--- src/rtl/irq_secbank_pkg.sv ---
package irq_secbank_pkg;
   localparam int ADDR_W = 10;
   localparam int WORD_W = 32;
   localparam int PRIO_W = 8;
   localparam int PRIO_PER_WORD = WORD_W / PRIO_W;

   // word-address bits [9:5] select a 128-byte bit-register region
   localparam logic [4:0] RG_SETEN = 5'd2;
   localparam logic [4:0] RG_CLREN = 5'd3;
   localparam logic [4:0] RG_SETPD = 5'd4;
   localparam logic [4:0] RG_CLRPD = 5'd5;
   localparam logic [4:0] RG_ACT   = 5'd6;
   localparam logic [4:0] RG_TGT   = 5'd7;
   localparam logic [1:0] PRIO_HI  = 2'b01;
   localparam logic [ADDR_W-1:0] WA_CTYPE = 10'd1;

   typedef struct packed {
      logic set_en;
      logic clr_en;
      logic set_pd;
      logic clr_pd;
      logic prio_we;
   } slot_cmd_t;
endpackage

--- src/rtl/irq_secbank_slot.sv ---
module irq_secbank_slot
   import irq_secbank_pkg::*;
(
   input  logic              clk,
   input  logic              rst_n,
   input  slot_cmd_t         cmd_i,
   input  logic [PRIO_W-1:0] prio_wd_i,
   input  logic              rise_i,
   output logic              en_o,
   output logic              pend_o,
   output logic [PRIO_W-1:0] prio_o
);
   always_ff @(posedge clk or negedge rst_n) begin
      if (!rst_n) begin
         en_o   <= 1'b0;
         pend_o <= 1'b0;
         prio_o <= '0;
      end else begin
         if (cmd_i.set_en)      en_o <= 1'b1;
         else if (cmd_i.clr_en) en_o <= 1'b0;
         // a line edge outranks a clear in the same cycle
         if (rise_i || cmd_i.set_pd) pend_o <= 1'b1;
         else if (cmd_i.clr_pd)      pend_o <= 1'b0;
         if (cmd_i.prio_we) prio_o <= prio_wd_i;
      end
   end
endmodule

--- src/rtl/irq_secbank_tgt.sv ---
module irq_secbank_tgt
   import irq_secbank_pkg::*;
#(
   parameter int NUM_IRQ = 64
) (
   input  logic               clk,
   input  logic               rst_n,
   input  logic               we_i,
   input  logic [4:0]         word_i,
   input  logic [WORD_W-1:0]  wdata_i,
   output logic [NUM_IRQ-1:0] tns_o
);
   for (genvar i = 0; i < NUM_IRQ; i++) begin : g_bit
      localparam int W = i / WORD_W;
      localparam int B = i % WORD_W;
      logic q;
      always_ff @(posedge clk or negedge rst_n) begin
         if (!rst_n)                         q <= 1'b0;
         else if (we_i && word_i == 5'(W))   q <= wdata_i[B];
      end
      assign tns_o[i] = q;
   end
endmodule

--- src/rtl/irq_secbank_rdmux.sv ---
module irq_secbank_rdmux
   import irq_secbank_pkg::*;
#(
   parameter int NUM_IRQ = 64,
   parameter bit SEC_EXT = 1'b1
) (
   input  logic                      rd_i,
   input  logic                      secure_i,
   input  logic [ADDR_W-1:0]         waddr_i,
   input  logic [NUM_IRQ-1:0]        en_i,
   input  logic [NUM_IRQ-1:0]        pend_i,
   input  logic [NUM_IRQ-1:0]        act_i,
   input  logic [NUM_IRQ-1:0]        tns_i,
   input  logic [NUM_IRQ*PRIO_W-1:0] prio_i,
   output logic [WORD_W-1:0]         rdata_o
);
   localparam int NWORDS = NUM_IRQ / WORD_W;
   localparam int PWORDS = NUM_IRQ / PRIO_PER_WORD;

   logic [NUM_IRQ-1:0] vis, src;
   logic [4:0] rg;

   always_comb begin
      vis     = secure_i ? '1 : tns_i;
      rg      = waddr_i[9:5];
      rdata_o = '0;
      unique case (rg)
         RG_SETEN, RG_CLREN: src = en_i & vis;
         RG_SETPD, RG_CLRPD: src = pend_i & vis;
         RG_ACT:             src = act_i & vis;
         RG_TGT:             src = (SEC_EXT && secure_i && !waddr_i[4]) ? tns_i : '0;
         default:            src = '0;
      endcase
      if (rd_i) begin
         if (waddr_i == WA_CTYPE) begin
            rdata_o = WORD_W'(NWORDS - 1);
         end else if (waddr_i[9:8] == PRIO_HI) begin
            for (int w = 0; w < PWORDS; w++) begin
               if (waddr_i[7:0] == 8'(w)) begin
                  for (int k = 0; k < PRIO_PER_WORD; k++) begin
                     if (vis[w*PRIO_PER_WORD+k])
                        rdata_o[k*PRIO_W +: PRIO_W] = prio_i[(w*PRIO_PER_WORD+k)*PRIO_W +: PRIO_W];
                  end
               end
            end
         end else if (rg >= RG_SETEN && rg <= RG_TGT) begin
            for (int w = 0; w < NWORDS; w++) begin
               if (waddr_i[4:0] == 5'(w)) rdata_o = src[w*WORD_W +: WORD_W];
            end
         end
      end
   end
endmodule

--- src/rtl/irq_secbank.sv ---
module irq_secbank
   import irq_secbank_pkg::*;
#(
   parameter int NUM_IRQ = 64,
   parameter bit SEC_EXT = 1'b1
) (
   input  logic               clk,
   input  logic               rst_n,
   input  logic               bus_valid,
   input  logic               bus_write,
   input  logic               bus_secure,
   input  logic [ADDR_W-1:0]  bus_waddr,
   input  logic [WORD_W-1:0]  bus_wdata,
   output logic [WORD_W-1:0]  bus_rdata,
   input  logic [NUM_IRQ-1:0] irq_in,
   input  logic [NUM_IRQ-1:0] act_in,
   output logic [NUM_IRQ-1:0] irq_req,
   output logic [NUM_IRQ-1:0] irq_ns
);
   if ((NUM_IRQ % WORD_W) != 0 || NUM_IRQ < WORD_W || NUM_IRQ > 480) begin : g_bad_cfg
      $error("irq_secbank: NUM_IRQ must be a multiple of 32 in 32..480");
   end

   logic wr, rd;
   logic [4:0] rg, wword;
   logic [7:0] pword;
   logic is_prio;
   logic [NUM_IRQ-1:0] irq_prev_q, irq_rise;
   logic [NUM_IRQ-1:0] en_q, pend_q, tns_q;
   logic [NUM_IRQ*PRIO_W-1:0] prio_flat;

   assign wr      = bus_valid & bus_write;
   assign rd      = bus_valid & ~bus_write;
   assign rg      = bus_waddr[9:5];
   assign wword   = bus_waddr[4:0];
   assign pword   = bus_waddr[7:0];
   assign is_prio = (bus_waddr[9:8] == PRIO_HI);

   always_ff @(posedge clk or negedge rst_n) begin
      if (!rst_n) irq_prev_q <= '0;
      else        irq_prev_q <= irq_in;
   end
   assign irq_rise = irq_in & ~irq_prev_q;

   // target-world flags: stored when the security option exists, tied otherwise
   if (SEC_EXT) begin : g_tgt
      irq_secbank_tgt #(.NUM_IRQ(NUM_IRQ)) u_tgt (
         .clk     (clk),
         .rst_n   (rst_n),
         .we_i    (wr & bus_secure & (rg == RG_TGT) & ~bus_waddr[4]),
         .word_i  (wword),
         .wdata_i (bus_wdata),
         .tns_o   (tns_q)
      );
   end else begin : g_no_tgt
      assign tns_q = '1;
   end

   for (genvar i = 0; i < NUM_IRQ; i++) begin : g_slot
      localparam int W  = i / WORD_W;
      localparam int B  = i % WORD_W;
      localparam int PW = i / PRIO_PER_WORD;
      localparam int PB = i % PRIO_PER_WORD;
      logic vis, bit_hit;
      slot_cmd_t cmd;
      always_comb begin
         vis         = bus_secure | tns_q[i];
         bit_hit     = wr & vis & (wword == 5'(W)) & bus_wdata[B];
         cmd.set_en  = bit_hit & (rg == RG_SETEN);
         cmd.clr_en  = bit_hit & (rg == RG_CLREN);
         cmd.set_pd  = bit_hit & (rg == RG_SETPD);
         cmd.clr_pd  = bit_hit & (rg == RG_CLRPD);
         cmd.prio_we = wr & vis & is_prio & (pword == 8'(PW));
      end
      irq_secbank_slot u_slot (
         .clk       (clk),
         .rst_n     (rst_n),
         .cmd_i     (cmd),
         .prio_wd_i (bus_wdata[PB*PRIO_W +: PRIO_W]),
         .rise_i    (irq_rise[i]),
         .en_o      (en_q[i]),
         .pend_o    (pend_q[i]),
         .prio_o    (prio_flat[i*PRIO_W +: PRIO_W])
      );
   end

   irq_secbank_rdmux #(.NUM_IRQ(NUM_IRQ), .SEC_EXT(SEC_EXT)) u_rdmux (
      .rd_i     (rd),
      .secure_i (bus_secure),
      .waddr_i  (bus_waddr),
      .en_i     (en_q),
      .pend_i   (pend_q),
      .act_i    (act_in),
      .tns_i    (tns_q),
      .prio_i   (prio_flat),
      .rdata_o  (bus_rdata)
   );

   assign irq_req = en_q & pend_q;
   assign irq_ns  = tns_q;
endmodule

--- config.mk ---
export PLATFORM = sky130hd
export DESIGN_NAME = irq_secbank
export DESIGN_NICKNAME = d
export VERILOG_FILES = /design/src/rtl/irq_secbank_pkg.sv /design/src/rtl/irq_secbank_slot.sv /design/src/rtl/irq_secbank_tgt.sv /design/src/rtl/irq_secbank_rdmux.sv /design/src/rtl/irq_secbank.sv
export SDC_FILE = /design/constraint.sdc
export NUM_CORES = 2
export LEC_CHECK = 0
export BUFFER_PORTS_ARGS = -buffer_cell sky130_fd_sc_hd__clkbuf_2
export CELL_PAD_IN_SITES_DETAIL_PLACEMENT = 1
export CELL_PAD_IN_SITES_GLOBAL_PLACEMENT = 1
export CORE_ASPECT_RATIO = 1.1
export CORE_UTILIZATION = 31
export DETAILED_ROUTE_END_ITERATION = 7
export PLACE_DENSITY = 0.67
export SLEW_MARGIN = 25
export SYNTH_ARGS = -nofsm -noshare
export SYNTH_HDL_FRONTEND = slang
export SYNTH_SLANG_ARGS = --single-unit
--- constraint.sdc ---
create_clock -name clk -period 4.66 [get_ports clk]
set_clock_uncertainty 0.1 [all_clocks]
set_input_delay 0 -clock clk [delete_from_list [all_inputs] [get_ports clk]]
set_output_delay 0 -clock clk [all_outputs]
set_load 0.01 [all_outputs]
# Word level (Yosys, flattened, before mapping)
# Index checks and enable logic that the tools add are counted.
dict set report classes {
  n_lt_le_gt_ge 2
  n_eq_ne 24
  mux 357
  bitwise 653
  reduce_logical 201
}
# op n
set op_table {}
lappend op_table {{$mux 32} 34}
lappend op_table {{$and 1x1->1} 581}
lappend op_table {{$mux 8} 64}
lappend op_table {{$and 64x64->64} 5}
lappend op_table {{$mux 1} 256}
lappend op_table {{$pmux 64 s4} 1}
lappend op_table {{$reduce_bool 2->1} 128}
lappend op_table {{$mux 64} 2}
lappend op_table {{$eq 8x4->1 const B} 8}
lappend op_table {{$logic_or 1x1->1} 64}
lappend op_table {{$not 64->64} 1}
lappend op_table {{$or 1x1->1} 64}
lappend op_table {{$eq 8x3->1 const B} 4}
lappend op_table {{$eq 5x3->1 const B} 4}
lappend op_table {{$eq 8x2->1 const B} 2}
lappend op_table {{$eq 10x1->1 const B} 1}
lappend op_table {{$eq 5x2->1 const B} 2}
lappend op_table {{$eq 8x1->1 const B} 1}
lappend op_table {{$logic_not 8->1} 1}
lappend op_table {{$eq 5x1->1 const B} 1}
lappend op_table {{$ge 5x2->1 const B} 1}
lappend op_table {{$le 5x3->1 const B} 1}
lappend op_table {{$logic_not 5->1} 1}
lappend op_table {{$logic_and 1x1->1} 4}
lappend op_table {{4 further kinds} 6}
dict set report totals {
  register_bits 768
  elab_cells 1494
}

# Logic depth before layout (Yosys ltp)
dict set report depth {
  depth_word 48
  mapped_depth 12
  depth_no_buf 7
}

# Modules after synthesis
# Synthesis repeated with hierarchy kept, for this count alone.
dict set report unflattened {
  cells_unflattened 3855
  area_unflattened_um2 42378.1
}
# mod instances cells_per_inst area_per_inst_um2
set by_module_without_submodules {}
lappend by_module_without_submodules {irq_secbank_slot 64 24 405.4}
lappend by_module_without_submodules {irq_secbank_rdmux 1 1383 8552.0}
lappend by_module_without_submodules {irq_secbank 1 734 4987.3}
lappend by_module_without_submodules {irq_secbank_tgt 1 202 2894.0}

# Worst setup path after synthesis
# Ideal clock, no wire load.
dict set report synth_timing {
  path_type {input port to flip-flop}
  from {in bus_waddr[4]}
  to {reg g_slot[20].u_slot.prio_o[0]}
  arrival_ns 2.196
  slack_ns 2.240
  cell_stages 10
  cell_sequence {buf_2 > or4_4 > buf_6 > buf_8 > buf_6 > nor2_4 > buf_4 > nand2_1 > nor2_2 > mux2_2}
}
dict set report synth_via {
  elab_chain_len 2
}
# element line
set synth_lines {}
lappend synth_lines {{from (decl)} irq_secbank.sv:12} ;# input logic [ADDR_W-1:0] bus_waddr,
lappend synth_lines {{$eq 8x3->1} irq_secbank.sv:73} ;# cmd.prio_we = wr & vis & is_prio & (pword == 8'(PW));
lappend synth_lines {{$and 1x1->1} irq_secbank.sv:73}
lappend synth_lines {{to (signal assigned)} irq_secbank_slot.sv:24} ;# if (cmd_i.prio_we) prio_o <= prio_wd_i;
lappend synth_lines {{to (decl)} irq_secbank_slot.sv:11} ;# output logic [PRIO_W-1:0] prio_o
# Every way passes these cells.
# A chain may end at the register's enable or synchronous reset.

# Final worst setup path
dict set report layout_timing {
  from {reg g_tgt.u_tgt.g_bit[24].q}
  to {out bus_rdata[5]}
}
dict set report layout_via {
  elab_chain_len 33
}
# element line
set layout_lines {}
lappend layout_lines {{from (decl)} irq_secbank_tgt.sv:16} ;# logic q;
lappend layout_lines {{from (signal assigned)} irq_secbank_tgt.sv:19} ;# else if (we_i && word_i == 5'(W)) q <= wdata_i[B];
lappend layout_lines {{$mux 64 *} irq_secbank_rdmux.sv:24} ;# vis = secure_i ? '1 : tns_i;
lappend layout_lines {{$mux 8 *} irq_secbank_rdmux.sv:41} ;# if (vis[w*PRIO_PER_WORD+k])
lappend layout_lines {{$mux 32 *} irq_secbank_rdmux.sv:39} ;# if (waddr_i[7:0] == 8'(w)) begin
lappend layout_lines {{$mux 32 *} irq_secbank_rdmux.sv:37} ;# end else if (waddr_i[9:8] == PRIO_HI) begin
lappend layout_lines {{$mux 32 *} irq_secbank_rdmux.sv:35} ;# if (waddr_i == WA_CTYPE) begin
lappend layout_lines {{$mux 32 *} irq_secbank_rdmux.sv:34} ;# if (rd_i) begin
lappend layout_lines {{$mux 8} irq_secbank_rdmux.sv:41}
lappend layout_lines {{$mux 32 *} irq_secbank_rdmux.sv:39}
lappend layout_lines {{(+17 left out)} --}
lappend layout_lines {{$mux 32 *} irq_secbank_rdmux.sv:39}
lappend layout_lines {{$mux 8} irq_secbank_rdmux.sv:41}
lappend layout_lines {{$mux 32 *} irq_secbank_rdmux.sv:39}
lappend layout_lines {{$mux 8} irq_secbank_rdmux.sv:41}
lappend layout_lines {{$mux 32 *} irq_secbank_rdmux.sv:39}
lappend layout_lines {{$mux 32 *} irq_secbank_rdmux.sv:37}
lappend layout_lines {{$mux 32 *} irq_secbank_rdmux.sv:35}
lappend layout_lines {{$mux 32 *} irq_secbank_rdmux.sv:34}
lappend layout_lines {{to (decl)} irq_secbank.sv:14} ;# output logic [WORD_W-1:0] bus_rdata,
# Mark *: on every way between the ends. The rest lies on a longest branch, timed or not. The select of a mux whose other input is x is not followed.

==> flow_summary.toml <==
[status]
status = "complete, but fails checks"
violations = "negative hold slack"

[power]
powerDensity_nw_per_um2 = 324
p_leak_nw = 21.0
vdd_drop_max_uv = 252

[die]
ioPinCount = 335
rows = 135
core_um2 = 124000
dieArea_um2 = 127000
die_width_um = 339
initial_core_util = 0.314
die_h_um = 373

[placement]
dpl.cell_count = 5369
port_buffers = 334
gp_congestion = 0.977
dp_hpwl_mm = 131

[logic_synthesis]
yosys_warnings = 0
synth_fp_nets = 3762
async_reset_ff_frac = 1.00
synth_seq_cells = 768
syn_area_um2 = 38800
synth_top_area_cell = "dfrtp_1"
synth_top_area_frac = 0.495
synth_flop_cell = "dfrtp_1"
ys_top_cells_by_count = "dfrtp_1, mux2_2, o21ai_0"
synth_edf_count = 0
syn_avg_cell_area_um2 = 10.8
synth.distinct_cells = 82
yosysSeqAreaShare = 0.495
synth_area_leaders = "dfrtp_1, mux2_2, o21ai_0"
synth_cells = 3587
yosysMostFrequentCell = "dfrtp_1"

[cts]
cts.clk_slew.worst_paths_ps = 60
cts_tree = "done"
worst_skew_pair.late_latency_ps = 700
post_cts_resized = 0
h-tree-depth = 3
cts-root-buf = "clkbuf_16"
ctsHoldBuffers = 169
clock_path_buffers = 3
cts_setup_buffers = 0
numCtsBuffers = 84
clock-sinks = 768

[timing]
fin_hold_ws_ps = -8.46
worst_pin_slew_ps = 1220
finalCriticalPeriod_ps = 4560
rsz0062_at_grt = "false"
finalHoldViolations = 7
fmax_ghz = 0.219
finalCritPeriodShare = 0.978
finalSetupViolations = 0
finalSetupTns_ps = 0
worst_slew_margin_rel = 0.178
slew_viol_final = 0

[route]
drc = 0
dr.pass1.iters = 6
viasPerCell = 6.02
num_vias = 34300
ant_nets = 0
wire_per_inst_um = 32.1
dr.first_iter.drc_count = 3754
drt-total-wl_mm = 183

[final_layout]
fill_cells = 13700
drive_gt1_frac = 0.332
finalNonFillerCells = 5701
nets = 4155
syn2layout_area_growth_pct = 20.8

[setup_path]
endpoint_kind = "output pin"
cp-start-kind = "flop"
critical_path_arrival_ps = 4460
critical_path_class = "reg -> out"
crit_required_ps = 4560
worst-path-max-fanout = 6

[global_routing]
grt.total_usage = 0.283
antenna_found_initial = 17
grt_pass1_vias = 35300
overflow = 0
grt_pass1_wl_mm = 262
grt_max_degree = 127

[job]
drv_cap = 0

[min_path]
worst_hold_path_type = "in -> async"
==> routing by layer <==
| layer | up-vias | wire length, µm | track usage |
|---|---|---|---|
| li1 | 14100 | - | - |
| met1 | 18000 | 74800 | 0.373 |
| met2 | 1786 | 81000 | 0.432 |
| met3 | 408 | 16000 | 0.0634 |
| met4 | 14 | 11000 | 0.151 |
| met5 | - | 90 | 0 |
==> where the power goes <==
part | switching (mW) | internal, mW | total, mW | leakage, nW
logic | 0.871 | 0.329 | 1.20 | 9.31
clock network | 2.96 | 4.26 | 7.21 | 1.43
registers | 0.0269 | 6.72 | 6.75 | 10.2
==> cell type report <==
cell class | count | area (µm²) | share of cell area
flip-flops and latches | 768 | 19200 | 0.410
multi-input cells | 2476 | 18100 | 0.386
repair buffers | 626 | 4440 | 0.0948
clock buffers | 130 | 2580 | 0.0551
well taps | 1644 | 2060 | 0.0439
clock inverters | 25 | 347 | 0.00740
inverters | 24 | 90.1 | 0.00192
diodes | 8 | 20.0 | 0.000427
==> sequential cells by signal (all words and copies together) (netlist names) <==
signal	flops
g_slot.u_slot.pend_o	64
g_tgt.u_tgt.g_bit.q	64
irq_prev_q	64
g_slot.u_slot.en_o	64
g_slot.u_slot.prio_o	512
==> placed cells by master (no fill, tap or decap), types with 37 or more instances in the layout <==
| cell | n |
|---|---|
| nor2_2 | 57 |
| nand2_1 | 182 |
| o311ai_0 | 56 |
| nor3_1 | 74 |
| o22ai_1 | 88 |
| mux2_2 | 591 |
| a21oi_1 | 165 |
| dfrtp_1 | 768 |
| a221oi_1 | 37 |
| o21ai_0 | 254 |
| or3_1 | 50 |
| a22oi_1 | 68 |
| and2_1 | 71 |
| buf_4 | 115 |
| nand2b_1 | 59 |
| nor2_1 | 173 |
| clkbuf_2 | 331 |
| nand3_1 | 88 |
| or2_2 | 38 |
| dlygate4sd3_1 | 168 |
| clkbuf_16 | 89 |
==> worst max-delay path, cell delays in order (launching register included) <==
cell,delay (ps)
dfrtp_1,640
nor2_1,860
nor2_1,300
nand2_1,330
o22ai_1,150
a31oi_1,280
nor3_1,100
a211oi_1,760
buf_4,230
clkbuf_2,120
==> logic make-up after synthesis <==
family | count (synthesis) | share of synthesized area
AO/OA/AOI/OAI | 933 | 0.160
multiplexers | 591 | 0.172
buffers and inverters | 343 | 0.0415
AND/OR/NAND/NOR | 952 | 0.132
flip-flops | 768 | 0.495
==> final timing paths <==
kind                                    startpoint                           to  slack (ps)  depth (start not counted)
min in group clk                         irq_in[9]      g_slot[9].u_slot.pend_o          30                          4
setup reg to reg           g_tgt.u_tgt.g_bit[24].q  g_slot[24].u_slot.prio_o[1]        2240                          3
hold / removal                               rst_n  g_slot[45].u_slot.prio_o[6]          -8                          3
max in group asynchronous                    rst_n       g_tgt.u_tgt.g_bit[6].q        3730                          3
setup / recovery           g_tgt.u_tgt.g_bit[24].q                 bus_rdata[5]         100                          9
hold reg to reg                     irq_prev_q[38]     g_slot[38].u_slot.pend_o         340                          1
==> through the flow <==
| step | power (mW) | hold WS [ps] | util | setup slack [ps] | area [µm²] |
|---|---|---|---|---|---|
| after floorplan | 7.27 | -396 | - | 2240 | 38800 |
| after global placement | 7.90 | -8.43 | 0.341 | 250 | 42200 |
| after detailed placement | 7.90 | -11.6 | 0.341 | 638 | 42200 |
| after CTS | 15.2 | 2.80 | 0.379 | 100 | 46800 |
| after global routing | 15.5 | 43.2 | 0.379 | 41.4 | 46800 |
| final | 15.2 | -8.46 | 0.379 | 104 | 46900 |
(Power assumes the default switching activity.)
